`config.mk`:
```
export PLATFORM = sky130hd
export DESIGN_NAME = hdf_front
export DESIGN_NICKNAME = d
export VERILOG_FILES = /design/src/rtl/hdf_pkg.sv /design/src/rtl/hdf_fifo.sv /design/src/rtl/hdf_regfile.sv /design/src/rtl/hdf_steer.sv /design/src/rtl/hdf_front.sv
export SDC_FILE = /design/constraint.sdc
export NUM_CORES = 1
export LEC_CHECK = 0
export ABC_CLOCK_PERIOD_IN_PS = 4980
export CORE_MARGIN = 4
export CORE_UTILIZATION = 50
export CTS_CLUSTER_SIZE = 28
export DETAILED_ROUTE_END_ITERATION = 7
export PLACE_DENSITY = 0.68
export REMOVE_ABC_BUFFERS = 1
export SYNTH_ARGS = -nofsm -noshare
export SYNTH_HDL_FRONTEND = slang
export SYNTH_HIERARCHICAL = 1
export SYNTH_SLANG_ARGS = --single-unit
```
`constraint.sdc`:
```
create_clock -name clk -period 4.98 [get_ports clk]
set_clock_uncertainty 0.05 [all_clocks]
set_input_delay 0.498 -clock clk [delete_from_list [all_inputs] [get_ports clk]]
set_output_delay 0.498 -clock clk [all_outputs]
set_load 0.02 [all_outputs]
```
`src/rtl/hdf_pkg.sv`:
```
package hdf_pkg;

    localparam int BYTE_W = 8;

    typedef struct packed {
        logic              par;
        logic [BYTE_W-1:0] data;
    } fentry_t;

    // odd parity: the nine bits together hold an odd number of ones
    function automatic logic odd_par(input logic [BYTE_W-1:0] d);
        return ~^d;
    endfunction

endpackage

```
`src/rtl/hdf_fifo.sv`:
```
module hdf_fifo
    import hdf_pkg::*;
#(
    parameter int DEPTH = 16,
    localparam int PW   = $clog2(DEPTH),
    localparam int CW   = PW + 1
) (
    input  logic          clk,
    input  logic          rst,
    input  logic          push,
    input  logic          pop,
    input  fentry_t       wr_ent,
    output fentry_t       head,
    output logic [CW-1:0] count,
    output logic          empty,
    output logic          full,
    output logic          empty_nx,
    output logic          full_nx
);

    typedef struct packed {
        fentry_t [DEPTH-1:0] mem;
        logic    [PW-1:0]    rp;
        logic    [PW-1:0]    wp;
        logic    [CW-1:0]    cnt;
        logic                emp;
        logic                ful;
    } fifo_st_t;

    fifo_st_t st_d, st_q;
    logic do_pop, do_push;

    always_comb begin
        st_d    = st_q;
        do_pop  = pop & ~st_q.emp;
        do_push = push & (~st_q.ful | do_pop);
        if (do_push) begin
            st_d.mem[st_q.wp] = wr_ent;
            st_d.wp           = st_q.wp + 1'b1;
        end
        if (do_pop) begin
            st_d.rp = st_q.rp + 1'b1;
        end
        case ({do_push, do_pop})
            2'b10:   st_d.cnt = st_q.cnt + 1'b1;
            2'b01:   st_d.cnt = st_q.cnt - 1'b1;
            default: st_d.cnt = st_q.cnt;
        endcase
        st_d.emp = (st_d.cnt == '0);
        st_d.ful = (st_d.cnt == CW'(DEPTH));
        if (rst) begin
            st_d     = '0;
            st_d.emp = 1'b1;
        end
    end

    always_ff @(posedge clk) begin
        st_q <= st_d;
    end

    assign head     = st_q.mem[st_q.rp];
    assign count    = st_q.cnt;
    assign empty    = st_q.emp;
    assign full     = st_q.ful;
    assign empty_nx = st_d.emp;
    assign full_nx  = st_d.ful;

endmodule

```
`src/rtl/hdf_regfile.sv`:
```
module hdf_regfile
    import hdf_pkg::*;
#(
    parameter int NREG = 8,
    parameter int AW   = 4,
    localparam int IW  = $clog2(NREG)
) (
    input  logic              clk,
    input  logic              rst,
    input  logic              we,
    input  logic [AW-1:0]     addr,
    input  logic [BYTE_W-1:0] wdata,
    output logic [BYTE_W-1:0] rdata
);

    typedef struct packed {
        logic [NREG-1:0][BYTE_W-1:0] regs;
    } rf_st_t;

    rf_st_t rf_d, rf_q;
    logic          in_range;
    logic [IW-1:0] idx;

    assign in_range = (addr != '0) && (32'(addr) < NREG);
    assign idx      = addr[IW-1:0];

    always_comb begin
        rf_d = rf_q;
        for (int i = 1; i < NREG; i++) begin
            if (we && in_range && (idx == IW'(i))) begin
                rf_d.regs[i] = wdata;
            end
        end
        if (rst) begin
            rf_d = '0;
        end
    end

    always_ff @(posedge clk) begin
        rf_q <= rf_d;
    end

    assign rdata = in_range ? rf_q.regs[idx] : '0;

endmodule

```
`src/rtl/hdf_steer.sv`:
```
module hdf_steer
    import hdf_pkg::*;
#(
    parameter int AW        = 4,
    parameter int FIFO_ADDR = 0
) (
    input  logic              rst,
    input  logic              mode_split,
    input  logic              dir_read,
    input  logic              dack,
    input  logic              dbwr,
    input  logic              cs,
    input  logic              rd,
    input  logic              wr,
    input  logic [AW-1:0]     addr,
    input  logic [BYTE_W-1:0] db_in,
    input  logic              db_in_par,
    input  logic [BYTE_W-1:0] pad_in,
    input  fentry_t           fifo_head,
    input  logic [BYTE_W-1:0] reg_rdata,
    output logic              fifo_push,
    output logic              fifo_pop,
    output fentry_t           fifo_wr_ent,
    output logic              reg_we,
    output logic [BYTE_W-1:0] host_wdata,
    output logic [BYTE_W-1:0] db_out,
    output logic              db_out_par,
    output logic              db_oe,
    output logic [BYTE_W-1:0] pad_out,
    output logic              pad_oe
);

    logic fifo_sel, blocked, acc_rd, acc_wr, dma_push, dma_pop;
    logic [BYTE_W-1:0] host_rdata;

    always_comb begin
        fifo_sel = (addr == AW'(FIFO_ADDR));
        // shared bus: any DMA cycle wins; split bus: only the queue port collides
        blocked  = dack & (~mode_split | fifo_sel);
        acc_rd   = ~rst & cs & rd & ~wr & ~blocked;
        acc_wr   = ~rst & cs & wr & ~rd & ~blocked;
        dma_push = ~rst & dack & ~dir_read & dbwr;
        dma_pop  = ~rst & dack & dir_read;

        host_wdata = mode_split ? pad_in : db_in;
        host_rdata = fifo_sel ? fifo_head.data : reg_rdata;

        fifo_push = dma_push | (acc_wr & fifo_sel);
        fifo_pop  = dma_pop | (acc_rd & fifo_sel);
        if (dma_push) begin
            fifo_wr_ent.data = db_in;
            fifo_wr_ent.par  = db_in_par;
        end else begin
            fifo_wr_ent.data = host_wdata;
            fifo_wr_ent.par  = odd_par(host_wdata);
        end
        reg_we = acc_wr & ~fifo_sel;

        db_oe      = dma_pop | (acc_rd & ~mode_split);
        db_out     = '0;
        db_out_par = 1'b0;
        if (dma_pop) begin
            db_out     = fifo_head.data;
            db_out_par = fifo_head.par;
        end else if (db_oe) begin
            db_out     = host_rdata;
            db_out_par = odd_par(host_rdata);
        end

        pad_oe  = acc_rd & mode_split;
        pad_out = pad_oe ? host_rdata : '0;
    end

endmodule

```
`src/rtl/hdf_front.sv`:
```
module hdf_front
    import hdf_pkg::*;
#(
    parameter int DEPTH = 16,
    parameter int NREG  = 8,
    parameter int AW    = 4,
    localparam int CW   = $clog2(DEPTH) + 1
) (
    input  logic              clk,
    input  logic              rst,
    input  logic              mode_split,
    input  logic              dir_read,
    input  logic              cs,
    input  logic              rd,
    input  logic              wr,
    input  logic [AW-1:0]     addr,
    input  logic [BYTE_W-1:0] pad_in,
    output logic [BYTE_W-1:0] pad_out,
    output logic              pad_oe,
    input  logic [BYTE_W-1:0] db_in,
    input  logic              db_in_par,
    output logic [BYTE_W-1:0] db_out,
    output logic              db_out_par,
    output logic              db_oe,
    input  logic              dack,
    input  logic              dbwr,
    output logic              dreq,
    output logic              fifo_empty,
    output logic              fifo_full,
    output logic [CW-1:0]     fifo_count
);

    fentry_t           head, wr_ent;
    logic              push, pop, reg_we, empty_nx, full_nx;
    logic [BYTE_W-1:0] reg_rdata, host_wdata;

    typedef struct packed {
        logic dreq;
    } ctl_st_t;

    ctl_st_t ctl_d, ctl_q;

    hdf_steer #(.AW(AW), .FIFO_ADDR(0)) u_steer (
        .rst        (rst),
        .mode_split (mode_split),
        .dir_read   (dir_read),
        .dack       (dack),
        .dbwr       (dbwr),
        .cs         (cs),
        .rd         (rd),
        .wr         (wr),
        .addr       (addr),
        .db_in      (db_in),
        .db_in_par  (db_in_par),
        .pad_in     (pad_in),
        .fifo_head  (head),
        .reg_rdata  (reg_rdata),
        .fifo_push  (push),
        .fifo_pop   (pop),
        .fifo_wr_ent(wr_ent),
        .reg_we     (reg_we),
        .host_wdata (host_wdata),
        .db_out     (db_out),
        .db_out_par (db_out_par),
        .db_oe      (db_oe),
        .pad_out    (pad_out),
        .pad_oe     (pad_oe)
    );

    hdf_fifo #(.DEPTH(DEPTH)) u_fifo (
        .clk     (clk),
        .rst     (rst),
        .push    (push),
        .pop     (pop),
        .wr_ent  (wr_ent),
        .head    (head),
        .count   (fifo_count),
        .empty   (fifo_empty),
        .full    (fifo_full),
        .empty_nx(empty_nx),
        .full_nx (full_nx)
    );

    hdf_regfile #(.NREG(NREG), .AW(AW)) u_regs (
        .clk  (clk),
        .rst  (rst),
        .we   (reg_we),
        .addr (addr),
        .wdata(host_wdata),
        .rdata(reg_rdata)
    );

    always_comb begin
        ctl_d.dreq = dir_read ? ~empty_nx : ~full_nx;
        if (rst) begin
            ctl_d = '0;
        end
    end

    always_ff @(posedge clk) begin
        ctl_q <= ctl_d;
    end

    assign dreq = ctl_q.dreq;

endmodule

```
# After elaboration in Yosys (flattened, before gate mapping)
# Cells that the tools add are included.
# totals
ff_bits	216
inputBits	30
output_inout_bits	27
wordCells	133
# op_classes
addsub	4
magnitude_cmp	5
n_eq_ne	10
mux	19
bitwise_logic	35
n_reduce_logical	15
# op_table
op	n
bitwise mux 144 bit	1
2-to-1 mux 8 bit	7
binary-select mux 9 bit (select 4 bit)	1
demux 9 bit (select 4 bit)	1
2-to-1 mux 9 bit	3
binary-select mux 8 bit (select 3 bit)	1
AND 1 bit	19
XNOR reduction 8 bit	2
equality test 3 bit (second input constant)	4
inverter 1 bit	11
logical AND 1 bit	10
less-than comparator 4 x 5 -> 1 bit (second input constant)	2
case mux 5 bit (2 select lines)	1
adder 4 x 1 -> 4 bit (second input constant)	2
equality test 3 x 2 -> 1 bit (second input constant)	2
adder 5 x 1 -> 5 bit (second input constant)	1
equality test 5 bit (second input constant)	1
logical NOT 5 bit	1
OR 1 bit	5
subtractor 5 x 1 -> 5 bit (second input constant)	1
>= comparator 4 x 1 -> 1 bit (second input constant)	1
logical NOT 4 bit	1
less-than comparator 3 x 4 -> 1 bit (second input constant)	1
less-than comparator 4 bit (second input constant)	1
other kinds (6)	8

# Logic depth before layout (Yosys ltp)
# Gate-level depths: netlist (run 1).
# depth
word_depth	16
mapped_depth	19
depth_no_buf	16

# Hierarchy
# Netlist (run 1), hierarchy kept.
# modules_own_cells
module	instances	cells_per_inst	area_per_inst_um2	seq_area_each_um2
hdf_fifo	1	648	7200.7	3183.1
hdf_regfile	1	269	2777.7	1121.1
hdf_steer	1	113	732.0	0.0
hdf_front	1	3	38.8	20.0

# Worst setup path after synthesis (run 1)
# No wires, ideal clock.
# synth_timing
kind	in2reg
startpoint	input port addr[1]
endpoint	register ctl_q, in the netlist dreq
setup_ns	0.118
arrival_ns	4.108
path_slack_ns	0.704
stages	19
n_path_buf	3
path_cell_list	or4_4 buf_2 or3_1 o21ai_0 nor2b_1 buf_2 o21a_1 buf_2 inv_1 ha_1 xor2_1 ha_1 o211a_1 o21ai_0 o41ai_2 xnor2_1 nor4bb_1 nor2b_1 a211oi_2
# synth_between
elab_chain_len	16
word_cells_on_any_way	22
# synth_lines
element	line	text
from (decl)	hdf_front.sv:16	input logic [AW-1:0] addr,
logical NOT 4 bit *	hdf_steer.sv:37	fifo_sel = (addr == AW'(FIFO_ADDR));
OR 1 bit	hdf_steer.sv:39	blocked = dack & (~mode_split | fifo_sel);
AND 1 bit	hdf_steer.sv:39	
inverter 1 bit	hdf_steer.sv:40	acc_rd = ~rst & cs & rd & ~wr & ~blocked;
AND 1 bit	hdf_steer.sv:40	
AND 1 bit *	hdf_steer.sv:49	fifo_pop = dma_pop | (acc_rd & fifo_sel);
OR 1 bit *	hdf_steer.sv:49	
via pop	hdf_front.sv:34	logic push, pop, reg_we, empty_nx, full_nx;
[1 not listed]	-	
via u_fifo.do_pop	hdf_fifo.sv:31	logic do_pop, do_push;
[1 not listed]	-	
AND 1 bit	hdf_fifo.sv:36	do_push = push & (~st_q.ful | do_pop);
equality test 2 x 1 -> 1 bit / equality test 2 bit (equally long branches)	hdf_fifo.sv:44	case ({do_push, do_pop})
case mux 5 bit (2 select lines) *	hdf_fifo.sv:44	
equality test 5 bit *	hdf_fifo.sv:50	st_d.ful = (st_d.cnt == CW'(DEPTH));
2-to-1 mux 2 bit *	hdf_fifo.sv:51	if (rst) begin
via full_nx	hdf_front.sv:34	
inverter 1 bit *	hdf_front.sv:94	ctl_d.dreq = dir_read ? ~empty_nx : ~full_nx;
2-to-1 mux 1 bit *	hdf_front.sv:94	
to (signal assigned)	hdf_front.sv:101	ctl_q <= ctl_d;
to (decl)	hdf_front.sv:41	ctl_st_t ctl_d, ctl_q;
# Mark *: on every way through the listed nets, which the timed path passes. The rest lies on a longest branch.
# A chain may end at the register's enable or synchronous reset.

==> metrics.md, run 1 <==
| Metric | Value |
|---|---|
| Synth warn | `6` |
| Sw Share | `between 20% and 30%` |
| Area occupied by multi-input gates | `5878 um^2` |
| Fin util | `approximately 58%` |
| Core ar. | `between 20000 and 25000 um^2` |
| Clk slew on worst S/H paths | `0.06 ns` |
| Number of fill cells in the layout | `1790` |
| Vias in the first global route | `between 7000 and 8000` |
| Setup violators final | `0` |
| EDFF count, synth | `0` |
| Pint | `between 2000 and 3000 uW` |
| Port Buffers | `56` |
| Largest net degree at the start of global routing | `roughly 190` |
| Num rows | `between 50 and 60` |
| Initial antenna violation count | `0` |
| Hold path start | `rst` |
| Worst r2r src | `u_fifo/empty` |
| CP Launch Type | `flop` |
| Actual slew at the worst max-slew pin | `between 1 and 1.5 ns` |
| Arr. time, crit path | `4.01 ns` |
| Die height | `between 150 and 200 um` |
| Most common cell after layout, fill and taps aside | `dfxtp_1` |
| Hold Path Cell Cnt | `2` |
| DP Wirelength | `17030 um` |
| H-tree depth | `1` |
| Post-CTS setup buffers | `0` |
| Critical path type | `reg -> out` |
| Hold Fails Final Rpt | `0` |
| R2R setup slack | `2.15 ns` |
| Cell area after synthesis | `around 11000 um^2` |
| Outcome | `finished clean` |
| RSZ-0062 raised after global routing | `no` |
| Synthesized instance count | `between 1000 and 1500` |
| First-pass GRT wire length | `slightly below 40000 um` |
| Count of pins over their slew limit | `0` |
| VDD IR max | `~0.24 mV` |
| Area growth, synth to finish | `13.21%` |
| Register Area | `roughly 4300 um^2` |
| Ant. Diodes | `0` |
| DR vias/cell | `about 5.6` |
| Sequential share of power | `between 40% and 50%` |
| Yosys top cell area share | `a little over 40%` |
| Drt total wl | `24400 um` |
| Critical path required time | `approximately 4.4 ns` |
| Total CTS buffers | `23` |
| DRT iter0 DRCs | `450` |
| WL/cell | `between 15 and 20 um` |
| Gate power share | `roughly 7.6%` |
| Remaining global-route overflow | `0` |
| CP max FO | `24` |
| F_max | `approximately 220 MHz` |
| Clock share of power | `about 47%` |
| Clock Tree Root | `clkbuf_16` |
| Most common flop cell mapped by yosys | `dfxtp_1` |
| Fin crit share | `between 90% and 100%` |
| GRT Total Usage | `approximately 20%` |
| Setup_tns | `0 ns` |
| # IOs | `57` |
| Number of max-cap violations | `0` |
| Pwr per Cell Area | `314.5 nW/um^2` |
| Starting Density | `between 50 and 60%` |
| Layout cell share with drive strength beyond 1 | `about an eighth` |
| CP endpoint kind | `output pin` |
| Slew HR | `11.67%` |
| Antenna-violating nets left | `0` |
| Synth unique cells | `61` |
| Syn avg cell area | `approximately 10 um^2` |
| Drt first pass iters | `5` |
| RePlAce Congestion | `0.8279` |
| Post-synthesis sequential area ratio | `approximately 40%` |
| Die area | `around 24000 um^2` |
| Worst Hold End | `u_fifo/st_q[28]` |
| Remaining DRCs | `0` |
| Async SR Flop Fraction | `0%` |
| Number of cells on the worst reg-to-reg path | `13` |
| Nets | `~1100` |
| Synth area leader | `dfxtp_1` |
| Clock sinks | `216` |
| Longest Clk Path Bufs | `3` |
| Final worst path period need | `4.557 ns` |
| RR Endpoint | `dreq` |
| CTS tree | `yes` |
| Leakage | `around 0.0057 uW` |
| Sw power | `864.1 uW` |
| Most frequent cells in the layout | `dfxtp_1 (214), mux2i_1 (209), nor2_1 (169), nand2b_1 (62), clkdlybuf4s50_1 (55)` |
| FF+latch count, synth | `~220` |
| Synth top area cells | `dfxtp_1 (40%), mux2i_1 (19%), mux4_2 (6.3%)` |
| Worst Hold Class | `in -> reg` |
| Post_cts resized | `0` |
| Worst-skew pair later-pin latency | `0.50 ns` |
| Die W | `roughly 150 um` |
| Total power | `3827 uW` |
| Routed via count | `7464` |
| Cts hold-fix bufs | `0` |
==> area by class of cell <==
type,count,share of cell area (%)
clock buffers,32,5.665
multi-input cells,713,48.30
repair buffers,78,6.179
inverters,15,0.4627
clock inverters,8,1.008
well taps,275,2.827
flip-flops and latches,216,35.55
==> cell families (layout without fill, tap and decap cells) <==
group                    count (synthesis)  in the layout  synth area share [%]
multiplexers                           267            267                 30.85
flip-flops                             216            216                 40.23
AO/OA/AOI/OAI                           82             82                 5.145
adder cells (fa/ha/maj)                  9              9                 1.048
AND/OR/NAND/NOR                        323            323                 14.92
XOR/XNOR                                32             32                 2.607
buffers and inverters                  104            133                 5.203
==> worst max path at each step <==
| stage | from | to | slack, ns | cells after the start |
|---|---|---|---|---|
| global route | u_fifo/st_q[11] | db_out_par | 0.23 | 9 |
| floorplan | addr[1] | dreq | 0.44 | 16 |
| CTS | u_fifo/st_q[11] | db_out_par | 0.38 | 9 |
| global placement | addr[1] | dreq | 0.36 | 17 |
| detailed placement | addr[1] | dreq | 0.29 | 17 |
| finish | u_fifo/st_q[11] | db_out_par | 0.42 | 9 |
==> routing by layer <==
layer | GRT usage, % | vias to the layer above | routed length [um]
met1 | 26.20 | 3631 | 10800
met5 | 0 | - | 0
met3 | 3.050 | 35 | 930
li1 | - | 3648 | -
met2 | 35.11 | 150 | 12180
met4 | 4.542 | 0 | 489
==> Yosys cell counts (7+ instances only) <==
library cell,n
clkbuf_1,38
nand3_1,23
buf_6,7
dfxtp_1,216
inv_1,15
a21oi_1,27
mux2_2,10
mux4_2,30
nand2b_1,62
a221oi_1,7
xnor2_1,25
a22o_1,8
mux2i_1,209
nand2_1,25
a211oi_1,8
nor2_1,169
o21ai_0,12
nand4_1,7
buf_2,23
mux4_1,14
buf_4,17
xor2_1,7
ha_1,9
a22oi_1,7
nor2b_1,16
==> stage by stage <==
step,cells,cell area [um^2],hold WS [ns],worst slack [ns]
finish,1337,12170,0.3014,0.4233
floorplan,944,10250,0.3935,0.4411
global route,1337,12170,0.2830,0.2279
CTS,1337,12170,0.2730,0.3844
global placement,1297,11360,0.4043,0.3636
detailed placement,1297,11360,0.4097,0.2889
==> flip-flops by register name, indices dropped and copies added (netlist names) <==
signal,count
u_fifo/empty,1
u_fifo/st_q,152
dreq,1
u_fifo/full,1
u_regs/rf_q,56
u_fifo/count,5
==> power by group through the flow <==
| stage | registers, uW | clock network [uW] | logic, uW |
|---|---|---|---|
| 5_1_grt | 1740 | 1910 | 316 |
| 6_report | 1740 | 1800 | 292 |
| 3_5_place_dp | 1780 | 0 | 291 |
| 2_1_floorplan | 1780 | 0 | 152 |
| 3_3_place_gp | 1780 | 0 | 290 |
| 4_1_cts | 1740 | 1840 | 293 |
==> worst max-delay path, stage by stage, from the launching register on <==
cell             delay (ns)
dfxtp_2                0.57
buf_12                 0.27
mux4_1                 0.59
mux4_2                 0.58
xnor2_1                0.22
xnor2_1                0.15
xnor2_1                0.13
mux2i_1                0.12
o21ai_0                0.22
clkdlybuf4s50_1        0.65
(Power assumes the default switching activity.)
==> run 2, diff against run 1 <==
--- a/config.mk
+++ b/config.mk
@@ -5,7 +5,7 @@
 export SDC_FILE = /design/constraint.sdc
 export NUM_CORES = 1
 export LEC_CHECK = 0
-export ABC_CLOCK_PERIOD_IN_PS = 4980
+export ABC_CLOCK_PERIOD_IN_PS = 5250
 export CORE_MARGIN = 4
 export CORE_UTILIZATION = 50
 export CTS_CLUSTER_SIZE = 28
==> constraint.sdc (replaced) <==
create_clock -name clk -period 5.25 [get_ports clk]
set_clock_uncertainty 0.05 [all_clocks]
set_input_delay 0.525 -clock clk [delete_from_list [all_inputs] [get_ports clk]]
set_output_delay 0.525 -clock clk [all_outputs]
set_load 0.02 [all_outputs]
==> metrics.md, run 2 (synthesized netlist as in run 1, its figures left out) <==
| Metric | Value |
|---|---|
| CP Launch Type | `input port` |
| Setup violators final | `0` |
| Clock share of power | `44.1%` |
| Critical Path, Cell by Cell | `clkdlybuf4s50_1 > buf_4 > and2b_1 > a22oi_1 > a221oi_1 > xnor2_1 > xnor2_1 > xnor2_1 > mux2i_1 > o21ai_0 > clkdlybuf4s50_1` |
| H-tree depth | `1` |
| WL/cell | `18.74 um` |
| Routed via count | `~7500` |
| Max FFs per register | `between 150 and 200` |
| Setup_tns | `0 ns` |
| Area growth, synth to finish | `12.00%` |
| Pint | `approximately 2600 uW` |
| Hold Fails Final Rpt | `0` |
| DR vias/cell | `5.586` |
| Num rows | `53` |
| Die W | `~150 um` |
| Layout cell share with drive strength beyond 1 | `roughly 11%` |
| CTS tree | `yes` |
| Final worst path period need | `around 4.7 ns` |
| Arr. time, crit path | `4.16 ns` |
| Initial antenna violation count | `0` |
| DRT iter0 DRCs | `416` |
| Fin crit share | `90.19%` |
| Die area | `around 24000 um^2` |
| Total power | `3456 uW` |
| # IOs | `57` |
| Starting Density | `around half` |
| Pwr per Cell Area | `approximately 290 nW/um^2` |
| Slowest cell on crit path | `clkdlybuf4s50_1` |
| WL met1 | `11100 um` |
| CP max stage delay | `about 0.64 ns` |
| Vias in the first global route | `7294` |
| Clk slew on worst S/H paths | `roughly 0.06 ns` |
| Drt total wl | `~25000 um` |
| Number of max-cap violations | `0` |
| Crit path top cell by count | `xnor2_1` |
| WL met2 | `~12000 um` |
| Leakage | `between 0.005 and 0.006 uW` |
| Sw Share | `a little under a quarter` |
| Sw power | `820.6 uW` |
| Gate power share | `under 10%` |
| Ant. Diodes | `0` |
| DP Wirelength | `approximately 17000 um` |
| CP max FO | `28` |
| Clock Tree Root | `clkbuf_16` |
| Post-CTS setup buffers | `0` |
| Slew HR | `a little over a quarter` |
| Remaining global-route overflow | `0` |
| Antenna-violating nets left | `0` |
| Core ar. | `between 20000 and 25000 um^2` |
| Clock sinks | `216` |
| Most common cell after layout, fill and taps aside | `dfxtp_1` |
| Most frequent cells in the layout | `dfxtp_1 (214), mux2i_1 (209), nor2_1 (169), nand2b_1 (62), clkdlybuf4s50_1 (55)` |
| Area occupied by multi-input gates | `between 5000 and 6000 um^2` |
| RSZ-0062 raised after global routing | `no` |
| Drt first pass iters | `5` |
| Longest Clk Path Bufs | `3` |
| Highest routing layer actually used | `met4` |
| Total CTS buffers | `23` |
| GRT Total Usage | `between 20 and 25%` |
| F_max | `about 210 MHz` |
| First-pass GRT wire length | `between 30000 and 40000 um` |
| Outcome | `finished clean` |
| Count of pins over their slew limit | `0` |
| Worst-skew pair later-pin latency | `0.52 ns` |
| CP endpoint kind | `output pin` |
| Nets | `about 1100` |
| Post_cts resized | `0` |
| VDD IR max | `~0.16 mV` |
| Met3 WL | `1147 um` |
| Die height | `154.6 um` |
| Actual slew at the worst max-slew pin | `approximately 1.1 ns` |
| Critical path buffers and inverters | `3` |
| Largest net degree at the start of global routing | `110` |
| Port Buffers | `56` |
| Largest Register | `u_fifo/st_q` |
| Worst Hold Class | `in -> reg` |
| RePlAce Congestion | `around 0.86` |
| Critical path required time | `around 4.7 ns` |
| Register Area | `4327 um^2` |
| Critical path's top delay family | `buffers and inverters` |
| Sequential share of power | `~48%` |
| Critical path type | `in -> out` |
| Number of fill cells in the layout | `between 1500 and 2000` |
| Remaining DRCs | `0` |
| Cts hold-fix bufs | `0` |
[run 2: changes by cell type in the layout (fill, tap and decap cells not counted), sizes merged]
cell and change:
bufinv -2, inv -1
[run 2: worst register-to-register path, delay by kind of cell, from the launching register on]
family | cells | cell delay [ns]
buffers and inverters | 2 | 0.23
DFF | 1 | 0.33
xor gates and xnor gates | 2 | 0.37
adders and majority gates | 2 | 0.51
AOI/OAI and AO/OA | 5 | 0.72
and+or+nand+nor | 3 | 0.69
[run 2: worst paths after layout]
kind	startpoint	to	cells past startpoint	slack [ns]
hold reg to reg	u_regs/rf_q[22]	u_regs/rf_q[22]	2	0.42
setup / recovery	addr[1]	db_out_par	11	0.51
hold / removal	rst	u_fifo/st_q[46]	2	0.26
setup reg to reg	u_fifo/empty	dreq	14	2.25
[run 2: layer usage]
layer | global-route usage, % | vias up
li1 | - | 3633
met1 | 27.35 | 3623
met2 | 33.90 | 149
met3 | 3.665 | 47
met4 | 6.644 | 0
met5 | 0 | -
[run 2: power by group through the flow]
stage          sequential, uW  combinational (uW)  clock (uW)
2_1_floorplan            1690                 144           0
3_3_place_gp             1680                 281           0
3_5_place_dp             1680                 281           0
4_1_cts                  1650                 282        1560
5_1_grt                  1650                 305        1630
6_report                 1650                 282        1530
[run 2: final cells by class]
class / count / share of cell area (%)
flip-flops and latches: 216 / 35.94
inverters: 15 / 0.4677
multi-input cells: 713 / 48.83
clock inverters: 5 / 0.5404
clock buffers: 32 / 5.228
repair buffers: 78 / 6.142
well taps: 275 / 2.858
[run 2: through the flow]
step                instance area [um^2]  setup WS (ns)  util (%)  instances  hold WS (ns)
finish                             12040         0.5150     57.09       1334        0.2612
CTS                                12040         0.5367     57.09       1334        0.2454
detailed placement                 11340         0.5103     53.80       1297        0.4061
floorplan                          10250         0.6841         -        944        0.3935
global placement                   11340         0.5662     53.80       1297        0.4060
global route                       12040         0.2276     57.09       1334        0.2428
==> run 3, diff against run 2 <==
--- a/config.mk
+++ b/config.mk
@@ -5,9 +5,9 @@
 export SDC_FILE = /design/constraint.sdc
 export NUM_CORES = 1
 export LEC_CHECK = 0
-export ABC_CLOCK_PERIOD_IN_PS = 5250
 export CORE_MARGIN = 4
 export CORE_UTILIZATION = 50
+export CTS_BUF_LIST = sky130_fd_sc_hd__clkbuf_8 sky130_fd_sc_hd__clkbuf_16
 export CTS_CLUSTER_SIZE = 28
 export DETAILED_ROUTE_END_ITERATION = 7
 export PLACE_DENSITY = 0.68
==> metrics.md, run 3 (synthesized netlist as in run 1, its figures left out) <==
| Metric | Value |
|---|---|
| Outcome | `finished clean` |
| WL/cell | `18.70 um` |
| Clock Tree Root | `clkbuf_16` |
| Die W | `roughly 150 um` |
| Post-CTS setup buffers | `0` |
| Hold Fails Final Rpt | `0` |
| Critical path required time | `4.68 ns` |
| Fin crit share | `roughly nine tenths` |
| Largest Register | `u_fifo/st_q` |
| Setup_tns | `0 ns` |
| RePlAce Congestion | `0.8592` |
| Worst Hold Class | `in -> reg` |
| Initial antenna violation count | `0` |
| Most frequent cells in the layout | `dfxtp_1 (214), mux2i_1 (209), nor2_1 (169), nand2b_1 (62), clkdlybuf4s50_1 (55)` |
| Drt total wl | `roughly 25000 um` |
| Vias in the first global route | `around 7300` |
| # IOs | `57` |
| Slowest cell on crit path | `clkdlybuf4s50_1` |
| Most common cell after layout, fill and taps aside | `dfxtp_1` |
| Final worst path period need | `between 4 and 5 ns` |
| Drt first pass iters | `5` |
| Num rows | `53` |
| Longest Clk Path Bufs | `3` |
| CP max FO | `28` |
| Slew HR | `between 20 and 30%` |
| First-pass GRT wire length | `39790 um` |
| Non-Filler Instances | `between 1000 and 1500` |
| Clk slew on worst S/H paths | `about 0.06 ns` |
| Layout cell share with drive strength beyond 1 | `between 10% and 20%` |
| Core ar. | `21090 um^2` |
| Total CTS buffers | `23` |
| GRT Total Usage | `20.48%` |
| Leakage | `0.005705 uW` |
| VDD IR max | `roughly 0.16 mV` |
| Arr. time, crit path | `~4.2 ns` |
| CP Launch Type | `input port` |
| Cts hold-fix bufs | `0` |
| Total power | `between 3000 and 4000 uW` |
| CTS tree | `yes` |
| Placed inst area | `about 11000 um^2` |
| Area growth, synth to finish | `12.00%` |
| Largest net degree at the start of global routing | `110` |
| H-tree depth | `1` |
| Critical Path, Cell by Cell | `clkdlybuf4s50_1 > buf_4 > and2b_1 > a22oi_1 > a221oi_1 > xnor2_1 > xnor2_1 > xnor2_1 > mux2i_1 > o21ai_0 > clkdlybuf4s50_1` |
| Worst-skew pair later-pin latency | `0.52 ns` |
| DR vias/cell | `~5.6` |
| Starting Density | `50.97%` |
| Die area | `between 20000 and 25000 um^2` |
| Die height | `roughly 150 um` |
| Post_cts resized | `0` |
| DP Wirelength | `~17000 um` |
| Routed via count | `7464` |
| Remaining global-route overflow | `0` |
| Ant. Diodes | `0` |
| Clock sinks | `216` |
| RSZ-0062 raised after global routing | `no` |
| CP endpoint kind | `output pin` |
| Count of pins over their slew limit | `0` |
| Nets | `1086` |
| CP max stage delay | `about 0.64 ns` |
| Critical path type | `in -> out` |
| F_max | `between 200 and 250 MHz` |
| Antenna-violating nets left | `0` |
| Pwr per Cell Area | `roughly 290 nW/um^2` |
| Remaining DRCs | `0` |
| Setup violators final | `0` |
| Port Buffers | `56` |
| Cells after DPL | `1297` |
| DRT iter0 DRCs | `440` |
| Post-route cell area | `12040 um^2` |
| Max FFs per register | `152` |
| Number of max-cap violations | `0` |
| Crit path top cell by count | `xnor2_1` |
| Worst hold slack | `approximately 0.26 ns` |
| Actual slew at the worst max-slew pin | `1.112 ns` |
[run 3: cell count changes in the layout (fill, tap and decap cells not counted)]
cell / delta
clkbuf_1: -7
inv_1: +7
[run 3: through the flow]
| step | setup WS [ns] | utilization, % |
|---|---|---|
| floorplan | 0.6841 | - |
| global placement | 0.5662 | 53.80 |
| detailed placement | 0.5103 | 53.80 |
| CTS | 0.5367 | 57.09 |
| global route | 0.2276 | 57.09 |
| finish | 0.5232 | 57.09 |
[run 3: path summary, 6_finish.rpt]
kind | slack (ns) | startpoint | cells past startpoint | endpoint
setup / recovery | 0.52 | addr[1] | 11 | db_out_par
hold / removal | 0.26 | rst | 2 | u_fifo/st_q[46]
setup reg to reg | 2.25 | u_fifo/empty | 14 | dreq
hold reg to reg | 0.42 | u_regs/rf_q[22] | 2 | u_regs/rf_q[22]
[run 3: area by class of cell]
cell class	count	area, um^2
Fill cell	1841	9049
Multi-Input combinational cell	713	5878
Sequential cell	216	4327
Timing Repair Buffer	78	739.5
Clock buffer	25	603.1
Tap cell	275	344.1
Clock inverter	12	91.34
Inverter	15	56.30
[run 3: routing by layer]
layer	global-route usage [%]	part of all wire, %	vias to the layer above	wire length (um)
met1	27.29	44	3612	10920
met3	3.665	5.0	46	1246
met4	6.644	2.9	0	718
met2	33.92	48	178	12060
li1	-	-	3628	-
met5	0	0	-	0
[run 3: power breakdown]
group          internal, uW  total (uW)  switching, uW
clock                   871        1510            642
sequential             1640        1650           3.97
combinational           107         283            176
[run 3: worst max-delay path: cells and delay by family]
family | cells | cell delay, ns
buffers and inverters | 3 | 1.45
AOI/OAI and AO/OA | 3 | 0.89
xor gates and xnor gates | 3 | 0.56
and+or+nand+nor | 1 | 0.55
muxes | 1 | 0.16
